## src/rtl/dacrx_pkg.sv

```systemverilog
package dacrx_pkg;
  typedef enum logic [1:0] {
    ST_IDLE   = 2'd0,
    ST_ACTIVE = 2'd1,
    ST_FULL   = 2'd2
  } rxState_e;

  typedef struct packed {
    logic shift;
    logic commit;
  } rxStrobe_t;
endpackage

```

## src/rtl/dacrx_sync.sv

```systemverilog
module dacrx_sync #(
  parameter int STAGES = 2
) (
  input  logic clk,
  input  logic rstN,
  input  logic sclkRaw,
  input  logic fsRaw,
  input  logic dinRaw,
  input  logic loadNRaw,
  output logic sclkFall,
  output logic fsFall,
  output logic fsRise,
  output logic dinS,
  output logic loadNS
);
  // bit order {loadN, din, fs, sclk}; idle levels chosen so reset makes no edge
  localparam logic [3:0] IDLE_LVL = 4'b1011;

  logic [3:0] stg [STAGES];
  logic [1:0] prevQ;

  always_ff @(posedge clk or negedge rstN) begin
    if (!rstN) begin
      for (int i = 0; i < STAGES; i++) stg[i] <= IDLE_LVL;
      prevQ <= 2'b11;
    end else begin
      stg[0] <= {loadNRaw, dinRaw, fsRaw, sclkRaw};
      for (int i = 1; i < STAGES; i++) stg[i] <= stg[i-1];
      prevQ <= stg[STAGES-1][1:0];
    end
  end

  assign sclkFall = prevQ[0] & ~stg[STAGES-1][0];
  assign fsFall   = prevQ[1] & ~stg[STAGES-1][1];
  assign fsRise   = ~prevQ[1] & stg[STAGES-1][1];
  assign dinS     = stg[STAGES-1][2];
  assign loadNS   = stg[STAGES-1][3];
endmodule

```

## src/rtl/dacrx_ctrl.sv

```systemverilog
module dacrx_ctrl
  import dacrx_pkg::*;
#(
  parameter int WORD_BITS = 16
) (
  input  logic      clk,
  input  logic      rstN,
  input  logic      modeUc,
  input  logic      sclkFall,
  input  logic      fsFall,
  input  logic      fsRise,
  output rxStrobe_t strobe,
  output logic      frameDone
);
  localparam int CNT_W = $clog2(WORD_BITS);
  localparam logic [CNT_W-1:0] LAST_BIT = CNT_W'(WORD_BITS - 1);

  rxState_e       state;
  logic [CNT_W-1:0] bitCnt;
  logic           armed;
  logic           cancel;

  assign cancel        = (state == ST_ACTIVE) && modeUc && fsRise;
  assign strobe.shift  = (state == ST_ACTIVE) && sclkFall && !cancel;
  assign strobe.commit = (state == ST_FULL) && (!modeUc || fsRise);

  always_ff @(posedge clk or negedge rstN) begin
    if (!rstN) begin
      state     <= ST_IDLE;
      bitCnt    <= '0;
      armed     <= 1'b0;
      frameDone <= 1'b0;
    end else begin
      frameDone <= strobe.commit;
      unique case (state)
        ST_IDLE: begin
          if (fsFall && (modeUc || armed)) begin
            state  <= ST_ACTIVE;
            bitCnt <= '0;
            armed  <= 1'b0;
          end else if (sclkFall) begin
            armed <= 1'b1;
          end
        end
        ST_ACTIVE: begin
          if (cancel) begin
            state <= ST_IDLE;
          end else if (strobe.shift) begin
            if (bitCnt == LAST_BIT) state <= ST_FULL;
            else bitCnt <= bitCnt + 1'b1;
          end
        end
        ST_FULL: if (strobe.commit) state <= ST_IDLE;
        default: state <= ST_IDLE;
      endcase
    end
  end

  // an early frame-sync rise returns to idle with no commit pulse
  a_r3_cancel_drops: assert property (@(posedge clk) disable iff (!rstN)
    (modeUc && state == ST_ACTIVE && fsRise) |=> (state == ST_IDLE && !frameDone));
  // a full DSP-mode word commits on the next cycle without frame-sync
  a_r4_dsp_self_commit: assert property (@(posedge clk) disable iff (!rstN)
    (!modeUc && state == ST_FULL) |=> frameDone);
  // every commit pulse comes from a full word
  a_r2_done_from_full: assert property (@(posedge clk) disable iff (!rstN)
    frameDone |-> $past(state) == ST_FULL);
endmodule

```

## src/rtl/dacrx_datapath.sv

```systemverilog
module dacrx_datapath
  import dacrx_pkg::*;
#(
  parameter int CHANNELS  = 8,
  parameter int CODE_BITS = 12,
  parameter int RES_BITS  = 12,
  parameter int WORD_BITS = 16,
  parameter int ADDR_BITS = 4
) (
  input  logic                          clk,
  input  logic                          rstN,
  input  rxStrobe_t                     strobe,
  input  logic                          sclkFall,
  input  logic                          dinS,
  input  logic                          loadNS,
  output logic                          doutOut,
  output logic [CHANNELS*CODE_BITS-1:0] latchOut
);
  localparam int VEC_W = CHANNELS * CODE_BITS;
  localparam int DROP  = CODE_BITS - RES_BITS;

  logic [WORD_BITS-1:0] shiftQ;
  logic [WORD_BITS-1:0] pipeQ;
  logic [VEC_W-1:0]     holdFlat;
  logic [VEC_W-1:0]     latchFlat;
  logic [ADDR_BITS-1:0] addrField;
  logic [CODE_BITS-1:0] codeKept;

  assign addrField = shiftQ[WORD_BITS-1 -: ADDR_BITS];

  generate
    if (DROP > 0) begin : g_reduced
      assign codeKept = {shiftQ[CODE_BITS-1:DROP], {DROP{1'b0}}};
    end else begin : g_full
      assign codeKept = shiftQ[CODE_BITS-1:0];
    end
  endgenerate

  always_ff @(posedge clk or negedge rstN) begin
    if (!rstN) begin
      shiftQ  <= '0;
      pipeQ   <= '0;
      doutOut <= 1'b0;
    end else begin
      if (strobe.shift) shiftQ <= {shiftQ[WORD_BITS-2:0], dinS};
      if (sclkFall) begin
        pipeQ   <= {pipeQ[WORD_BITS-2:0], dinS};
        doutOut <= pipeQ[WORD_BITS-1];
      end
    end
  end

  always_ff @(posedge clk or negedge rstN) begin
    if (!rstN) begin
      holdFlat  <= '0;
      latchFlat <= '0;
    end else begin
      if (strobe.commit) begin
        for (int c = 0; c < CHANNELS; c++) begin
          if (addrField == ADDR_BITS'(c)) holdFlat[c*CODE_BITS +: CODE_BITS] <= codeKept;
        end
      end
      if (!loadNS) latchFlat <= holdFlat;
    end
  end

  assign latchOut = latchFlat;

  // latches frozen while load is released
  a_r6_load_hold: assert property (@(posedge clk) disable iff (!rstN)
    loadNS |=> $stable(latchFlat));
  // pass-through moves only on a serial-clock fall
  a_r8_dout_steps: assert property (@(posedge clk) disable iff (!rstN)
    !sclkFall |=> $stable(doutOut));
  // out-of-range field writes nothing
  a_r7_no_stray_write: assert property (@(posedge clk) disable iff (!rstN)
    (strobe.commit && int'(addrField) >= CHANNELS) |=> $stable(holdFlat));
endmodule

```

## src/rtl/dac_frame_rx.sv

```systemverilog
module dac_frame_rx
  import dacrx_pkg::*;
#(
  parameter int CHANNELS    = 8,
  parameter int CODE_BITS   = 12,
  parameter int RES_BITS    = 12,
  parameter int WORD_BITS   = 16,
  parameter int ADDR_BITS   = 4,
  parameter int SYNC_STAGES = 2
) (
  input  logic                          clk,
  input  logic                          rstN,
  input  logic                          sclkIn,
  input  logic                          fsIn,
  input  logic                          dinIn,
  input  logic                          modeUc,
  input  logic                          loadN,
  output logic                          doutOut,
  output logic                          frameDone,
  output logic [CHANNELS*CODE_BITS-1:0] latchOut
);
  logic      sclkFall, fsFall, fsRise, dinS, loadNS;
  rxStrobe_t strobe;

  dacrx_sync #(.STAGES(SYNC_STAGES)) u_sync (
    .clk(clk), .rstN(rstN), .sclkRaw(sclkIn), .fsRaw(fsIn), .dinRaw(dinIn),
    .loadNRaw(loadN), .sclkFall(sclkFall), .fsFall(fsFall), .fsRise(fsRise),
    .dinS(dinS), .loadNS(loadNS)
  );

  dacrx_ctrl #(.WORD_BITS(WORD_BITS)) u_ctrl (
    .clk(clk), .rstN(rstN), .modeUc(modeUc), .sclkFall(sclkFall),
    .fsFall(fsFall), .fsRise(fsRise), .strobe(strobe), .frameDone(frameDone)
  );

  dacrx_datapath #(
    .CHANNELS(CHANNELS), .CODE_BITS(CODE_BITS), .RES_BITS(RES_BITS),
    .WORD_BITS(WORD_BITS), .ADDR_BITS(ADDR_BITS)
  ) u_dp (
    .clk(clk), .rstN(rstN), .strobe(strobe), .sclkFall(sclkFall), .dinS(dinS),
    .loadNS(loadNS), .doutOut(doutOut), .latchOut(latchOut)
  );
endmodule

```

## config.mk

```make
export PLATFORM = sky130hd
export DESIGN_NAME = dac_frame_rx
export DESIGN_NICKNAME = d
export VERILOG_FILES = /design/src/rtl/dacrx_pkg.sv /design/src/rtl/dacrx_sync.sv /design/src/rtl/dacrx_ctrl.sv /design/src/rtl/dacrx_datapath.sv /design/src/rtl/dac_frame_rx.sv
export SDC_FILE = /design/constraint.sdc
export NUM_CORES = 1
export LEC_CHECK = 0
export ABC_AREA = 1
export BUFFER_PORTS_ARGS = -buffer_cell sky130_fd_sc_hd__buf_2
export CAP_MARGIN = 25
export CORE_MARGIN = 3
export CORE_UTILIZATION = 35
export DETAILED_ROUTE_END_ITERATION = 10
export HOLD_SLACK_MARGIN = 0.12
export PLACE_DENSITY = 0.48
export SYNTH_ARGS = -nofsm -noshare
export SYNTH_HDL_FRONTEND = slang
export SYNTH_SLANG_ARGS = --single-unit
```

## constraint.sdc

```tcl
create_clock -name clk -period 4.2 [get_ports clk]
set_clock_uncertainty 0.05 [all_clocks]
set_input_delay 0.21 -clock clk [delete_from_list [all_inputs] [get_ports clk]]
set_output_delay 0.21 -clock clk [all_outputs]
set_load 0.1 [all_outputs]
```

==> results of run 1 <==
[per-layer routing]
layer / share of wire / vias to the layer above / track usage
met5: 0 / - / 0
met4: 0.025 / 0 / 0.0366
met3: 0.048 / 33 / 0.0302
met2: 0.46 / 114 / 0.228
met1: 0.46 / 2691 / 0.198
li1: - / 2618 / -
[power by group through the flow]
| stage | clock network (mW) | registers, mW | logic (mW) |
|---|---|---|---|
| floorplan | 0 | 2.60 | 0.304 |
| CTS | 2.28 | 2.57 | 0.565 |
| finish | 2.22 | 2.58 | 0.548 |
| detailed placement | 0 | 2.62 | 0.559 |
| global route | 2.39 | 2.59 | 0.621 |
| global placement | 0 | 2.62 | 0.524 |
[layout make-up]
cell class | instances | share of cell area
tap | 330 | 0.0385
clock inverter | 5 | 0.00572
timing repair buffer | 113 | 0.0603
multi-input combinational | 414 | 0.245
inverter | 26 | 0.00911
sequential | 243 | 0.569
clock buffer | 39 | 0.0728
[what timing repair did]
action                                 4_1_cts  5_1_grt
resized for setup                            0        0
hold buffers                                 6        0
endpoints found under the hold margin      117        0
[synthesized netlist by cell type]
cell type,number,area [µm²]
dfrtp_1,235,5880
nand2_1,152,571
mux2_2,110,1240
o21ai_0,98,490
inv_1,26,97.6
buf_2,18,90.1
nor2_1,17,63.8
nand3_1,16,80.1
o21ai_2,11,96.3
dfstp_2,8,210
clkbuf_2,7,35.0
clkbuf_1,6,22.5
nor3_1,4,20.0
buf_6,3,33.8
a21oi_1,2,10.0
a21boi_4,1,18.8
ha_1,1,12.5
nand2_4,1,11.3
o211ai_1,1,7.51
[per-stage QoR]
stage | setup WS (ns) | hold slack, ns | power (mW)
4_1_cts | 1.79 | 0.267 | 5.42
3_5_place_dp | 1.80 | 0.267 | 3.17
6_report | 1.84 | 0.267 | 5.34
3_3_place_gp | 1.96 | 0.258 | 3.14
5_1_grt | 1.53 | 0.279 | 5.60
2_1_floorplan | 2.61 | -0.136 | 2.90
[cell usage in the layout, fill, tap and decap left out, drive strengths merged, types with 8 or more instances in the layout]
cell / count
buf: 107
clkbuf: 39
dfrtp: 235
dfstp: 8
inv: 26
mux2: 110
nand2: 153
nand3: 16
nor2: 17
o21ai: 109
[logic make-up (layout without fill, tap and decap cells)]
family,count (synthesis),after routing,share of synthesized area
buffers and inverters,60,183,0.0310
multiplexers,110,110,0.138
AO/OA/AOI/OAI,113,113,0.0693
adder cells (fa/ha/maj),1,1,0.00139
AND/OR/NAND/NOR,190,190,0.0830
flip-flops,243,243,0.678
[final timing paths]
path                                from           endpoint  cells after the start  slack [ns]
max in group asynchronous           rstN  u_dp.latchOut[57]                      3        2.74
setup / recovery           u_sync.stg[0]    u_dp.shiftQ[10]                      5        1.84
setup reg to reg           u_sync.stg[0]    u_dp.shiftQ[10]                      5        1.84
hold / removal                      rstN  u_dp.latchOut[32]                      2        0.27
hold reg to reg            u_sync.stg[6]        u_sync.dinS                      0        0.30
min in group clk                  sclkIn      u_sync.stg[4]                      2        0.29
[worst register-to-register path, cell delays in order, from the launching register on]
cell	delay, ns
dfstp_2	0.53
inv_1	0.04
nand2_1	0.57
nor2_1	0.15
nand2_1	0.67
o21ai_0	0.19
[sequential cells by signal, indices dropped and copies added (netlist names), 2 cells and up]
signal,count
u_ctrl.bitCnt,4
u_ctrl.state,2
u_dp.holdFlat,96
u_dp.latchOut,96
u_dp.pipeQ,16
u_dp.shiftQ,16
u_sync.prevQ,2
u_sync.stg,6
==> flow_metrics.py, run 1 <==
metrics = {
    "critical_path": {
        "crit_arrival_ns": 2.66,
        "crit_family": "simple AND/OR/NAND/NOR gates",
        "slowest_stage": "nand2_1",
        "cp-start-kind": "flip-flop",
        "crit_type": "reg -> reg",
        "required_ns": 4.50,
        "cp_cell_sequence": "inv_1 > nand2_1 > nor2_1 > nand2_1 > o21ai_0",
        "crit_path_frequent_cell": "nand2_1",
        "worst-path-buf-inv": 1,
        "worstPathMaxFanout": 33,
        "end_kind": "flip-flop",
        "max_stage_delay_ns": 0.67,
    },
    "global_routing": {
        "grt_pass1_wl_mm": 32.1,
        "grt_use_total": 0.142,
        "grt_pass1_vias": 5682,
        "overflow": 0,
        "antenna_found_initial": 0,
        "grt_max_degree": 110,
    },
    "clock_tree": {
        "cts_root_buffer": "clkbuf_16",
        "cts_tree": "done",
        "numCtsBuffers": 26,
        "clk_path_buf_depth": 3,
        "cts.reportedPaths.clkPinSlew_ns": 0.06,
        "htree_levels": 1,
        "insertion_delay_ns": 0.53,
        "clkSinkCount": 243,
        "postCtsSetupRepairBufs": 0,
    },
    "finish": {
        "drive_gt1_frac": 0.330,
        "regArea_mm2": 0.00609,
        "diodes": 0,
        "final_util": 0.425,
        "nFillCells": 2345,
        "design_area_mm2": 0.0107,
        "fin_cells": 1170,
        "syn2layout_area_growth_pct": 19.2,
        "multi_input_area_mm2": 0.00262,
        "nets": 832,
    },
    "pwr": {
        "ir_drop_uv": 327,
        "power_switching_mw": 1.39,
        "p_clk_frac": 0.415,
        "power.internal_mw": 3.96,
        "p_comb_frac": 0.103,
        "pwr-share-seq": 0.482,
        "leakagePower_nw": 5.50,
        "power.density_mw_per_mm2": 499,
        "switching_share": 0.259,
    },
    "timing": {
        "setup_tns_ns": 0,
        "setup_viol": 0,
        "hold_violations": 0,
        "fmax_mhz": 423,
        "slew_headroom": 0.426,
        "rsz0062_at_grt": "no",
        "min_period_ns": 2.36,
        "finalCritPeriodShare": 0.563,
        "tightestPinTransition_ns": 0.858,
        "slew_viol_final": 0,
    },
    "routing": {
        "drt-pass1-iter-count": 4,
        "ant_nets": 0,
        "drtIter0Drc": 400,
        "routed_wl_mm": 19.3,
        "drc": 0,
        "wl_per_cell_um": 16.5,
        "vias_per_cell": 4.66,
        "via_count": 5456,
    },
    "placement": {
        "placed_area_mm2": 0.00981,
        "place_inst": 1120,
        "dp_hpwl_mm": 12.1,
        "numPortBuffers": 104,
        "gp_congestion": 0.754,
    },
    "synth": {
        "seq_area_frac_synth": 0.678,
        "syn_nets": 725,
        "ys_seq_elements": 243,
        "synth_cells": 717,
        "synth.cell_area_mm2": 0.00899,
        "yosysWarnings": 0,
        "syn_avg_cell_area_um2": 12.5,
        "ys_types": 19,
    },
    "floorplan": {
        "row_count": 58,
        "start_util": 0.357,
        "coreArea_mm2": 0.0252,
        "die_h_um": 166,
        "fp.dieArea_mm2": 0.0276,
        "die_width_um": 166,
        "io_pins": 105,
    },
    "status": {
        "outcome": "finished clean",
    },
    "hold_path": {
        "hold_class": "in -> async",
    },
    "run": {
        "cap_violations": 0,
    },
}
No activity file was read; power rests on OpenSTA's default activity.
==> run 2, diff against run 1 <==
--- a/config.mk
+++ b/config.mk
@@ -12,7 +12,7 @@
 export CORE_UTILIZATION = 35
 export DETAILED_ROUTE_END_ITERATION = 10
 export HOLD_SLACK_MARGIN = 0.12
-export PLACE_DENSITY = 0.48
+export PLACE_DENSITY = 0.5
 export SYNTH_ARGS = -nofsm -noshare
 export SYNTH_HDL_FRONTEND = slang
 export SYNTH_SLANG_ARGS = --single-unit
==> constraint.sdc (replaced) <==
create_clock -name clk -period 2.1 [get_ports clk]
set_clock_uncertainty 0.05 [all_clocks]
set_input_delay 0.105 -clock clk [delete_from_list [all_inputs] [get_ports clk]]
set_output_delay 0.105 -clock clk [all_outputs]
set_load 0.1 [all_outputs]
==> flow_metrics.py, run 2 (same netlist as run 1, synthesis figures left out) <==
metrics = {
    "routing": {
        "wl_per_cell_um": 16.4,
        "drtIter0Drc": 432,
        "ant_nets": 0,
        "via_count": 5429,
        "routed_wl_mm": 19.5,
        "vias_per_cell": 4.57,
        "drc": 0,
        "drt-pass1-iter-count": 5,
    },
    "status": {
        "outcome": "finished clean",
    },
    "clock_tree": {
        "cts_root_buffer": "clkbuf_16",
        "htree_levels": 1,
        "cts.reportedPaths.clkPinSlew_ns": 0.06,
        "postCtsResizedCells": 0,
        "clkSinkCount": 243,
        "insertion_delay_ns": 0.54,
        "cts_tree": "done",
        "clk_path_buf_depth": 3,
        "numCtsBuffers": 27,
        "postCtsSetupRepairBufs": 0,
    },
    "floorplan": {
        "die_width_um": 166,
        "fp.dieArea_mm2": 0.0276,
        "start_util": 0.357,
        "die_h_um": 166,
        "io_pins": 105,
        "coreArea_mm2": 0.0252,
        "row_count": 58,
    },
    "timing": {
        "rsz0062_at_grt": "yes",
        "setup_tns_ns": 0,
        "tightestPinTransition_ns": 0.614,
        "slew_viol_final": 0,
        "min_period_ns": 2.05,
        "setup_viol": 0,
        "finalCritPeriodShare": 0.978,
        "fmax_mhz": 487,
        "hold_violations": 0,
        "slew_headroom": 0.590,
    },
    "run": {
        "cap_violations": 0,
    },
    "critical_path": {
        "worstPathMaxFanout": 23,
        "end_kind": "flip-flop",
        "crit_arrival_ns": 2.39,
        "slowest_stage": "dfstp_2",
        "cp-start-kind": "flip-flop",
        "crit_path_frequent_cell": "nand2_1",
        "max_stage_delay_ns": 0.55,
        "required_ns": 2.44,
        "r2r_slack_ns": 0.05,
        "crit_type": "reg -> reg",
        "cp_cell_sequence": "nand2_1 > a21boi_4 > nand2_1 > nand2_1 > o21ai_0",
    },
    "finish": {
        "drive_gt1_frac": 0.344,
        "nets": 845,
        "syn2layout_area_growth_pct": 21.9,
        "final_cell_mix": "dfrtp_1, nand2_1, mux2_2",
        "final_util": 0.435,
        "mostFrequentLayoutCell": "dfrtp_1",
        "diodes": 0,
        "nFillCells": 2370,
        "design_area_mm2": 0.0110,
    },
    "placement": {
        "gp_congestion": 0.684,
        "dp_hpwl_mm": 12.0,
        "placed_area_mm2": 0.00993,
        "numPortBuffers": 104,
    },
    "global_routing": {
        "overflow": 0,
        "grt_max_degree": 66,
        "grt_use_total": 0.141,
        "grt_pass1_vias": 5551,
        "grt_pass1_wl_mm": 31.6,
        "antenna_found_initial": 0,
    },
    "pwr": {
        "power_mw": 11.1,
        "leakagePower_nw": 5.62,
        "ir_drop_uv": 483,
        "power.density_mw_per_mm2": 1020,
    },
    "hold_path": {
        "hold_class": "in -> reg",
    },
}
## run 2: cell count changes in the layout (fill, tap and decap cells not counted), moves of 2 or more
cell       delta
clkinv_2      +3
buf_4         +6
buf_12        +6
bufinv_16     +2
## run 2: power breakdown
part,internal (mW),switching (mW)
clock,2.99,1.91
combinational,0.299,0.802
sequential,4.97,0.158
## run 2: path summary, 6_finish.rpt
| check | startpoint | end | cells after the start |
|---|---|---|---|
| min in group asynchronous | rstN | u_dp.latchOut[33] | 4 |
| hold reg to reg | u_sync.stg[6] | u_sync.dinS | 0 |
| setup / recovery | u_sync.stg[1] | u_dp.holdFlat[43] | 5 |
| max in group asynchronous | rstN | u_dp.holdFlat[60] | 4 |
| setup reg to reg | u_sync.stg[1] | u_dp.holdFlat[43] | 5 |
| hold / removal | sclkIn | u_sync.stg[4] | 2 |
## run 2: cell type report
cell class / count / area [µm²] / share of cell area
clock inverter: 12 / 156 / 0.0143
clock buffer: 38 / 787 / 0.0718
tap: 330 / 413 / 0.0377
inverter: 26 / 97.6 / 0.00890
timing repair buffer: 125 / 793 / 0.0724
multi-input combinational: 414 / 2620 / 0.239
sequential: 243 / 6090 / 0.556
## run 2: per-stage QoR
stage          cells  hold WS (ns)  setup WS [ns]
3_3_place_gp    1130       -0.0434         0.0715
2_1_floorplan    717        -0.241          0.513
4_1_cts         1188         0.139         0.0116
3_5_place_dp    1130       -0.0393         0.0226
5_1_grt         1188         0.159         -0.230
6_report        1188         0.167         0.0468
## run 2: what timing repair did
action,CTS,global route
hold buffers,8,0
endpoints found under the hold margin,259,0
setup endpoints to repair,0,36
## run 2: per-layer routing
metal / global-route usage / part of all wire
met5: 0 / 0
met4: 0.0337 / 0.020
met3: 0.0264 / 0.052
met2: 0.225 / 0.46
met1: 0.203 / 0.47
## run 2: worst max-delay path: cells and delay by family (launching register included)
kind	cells	cell delay, ns
DFF	1	0.55
and+or+nand+nor	3	0.78
AOI/OAI and AO/OA	2	0.52
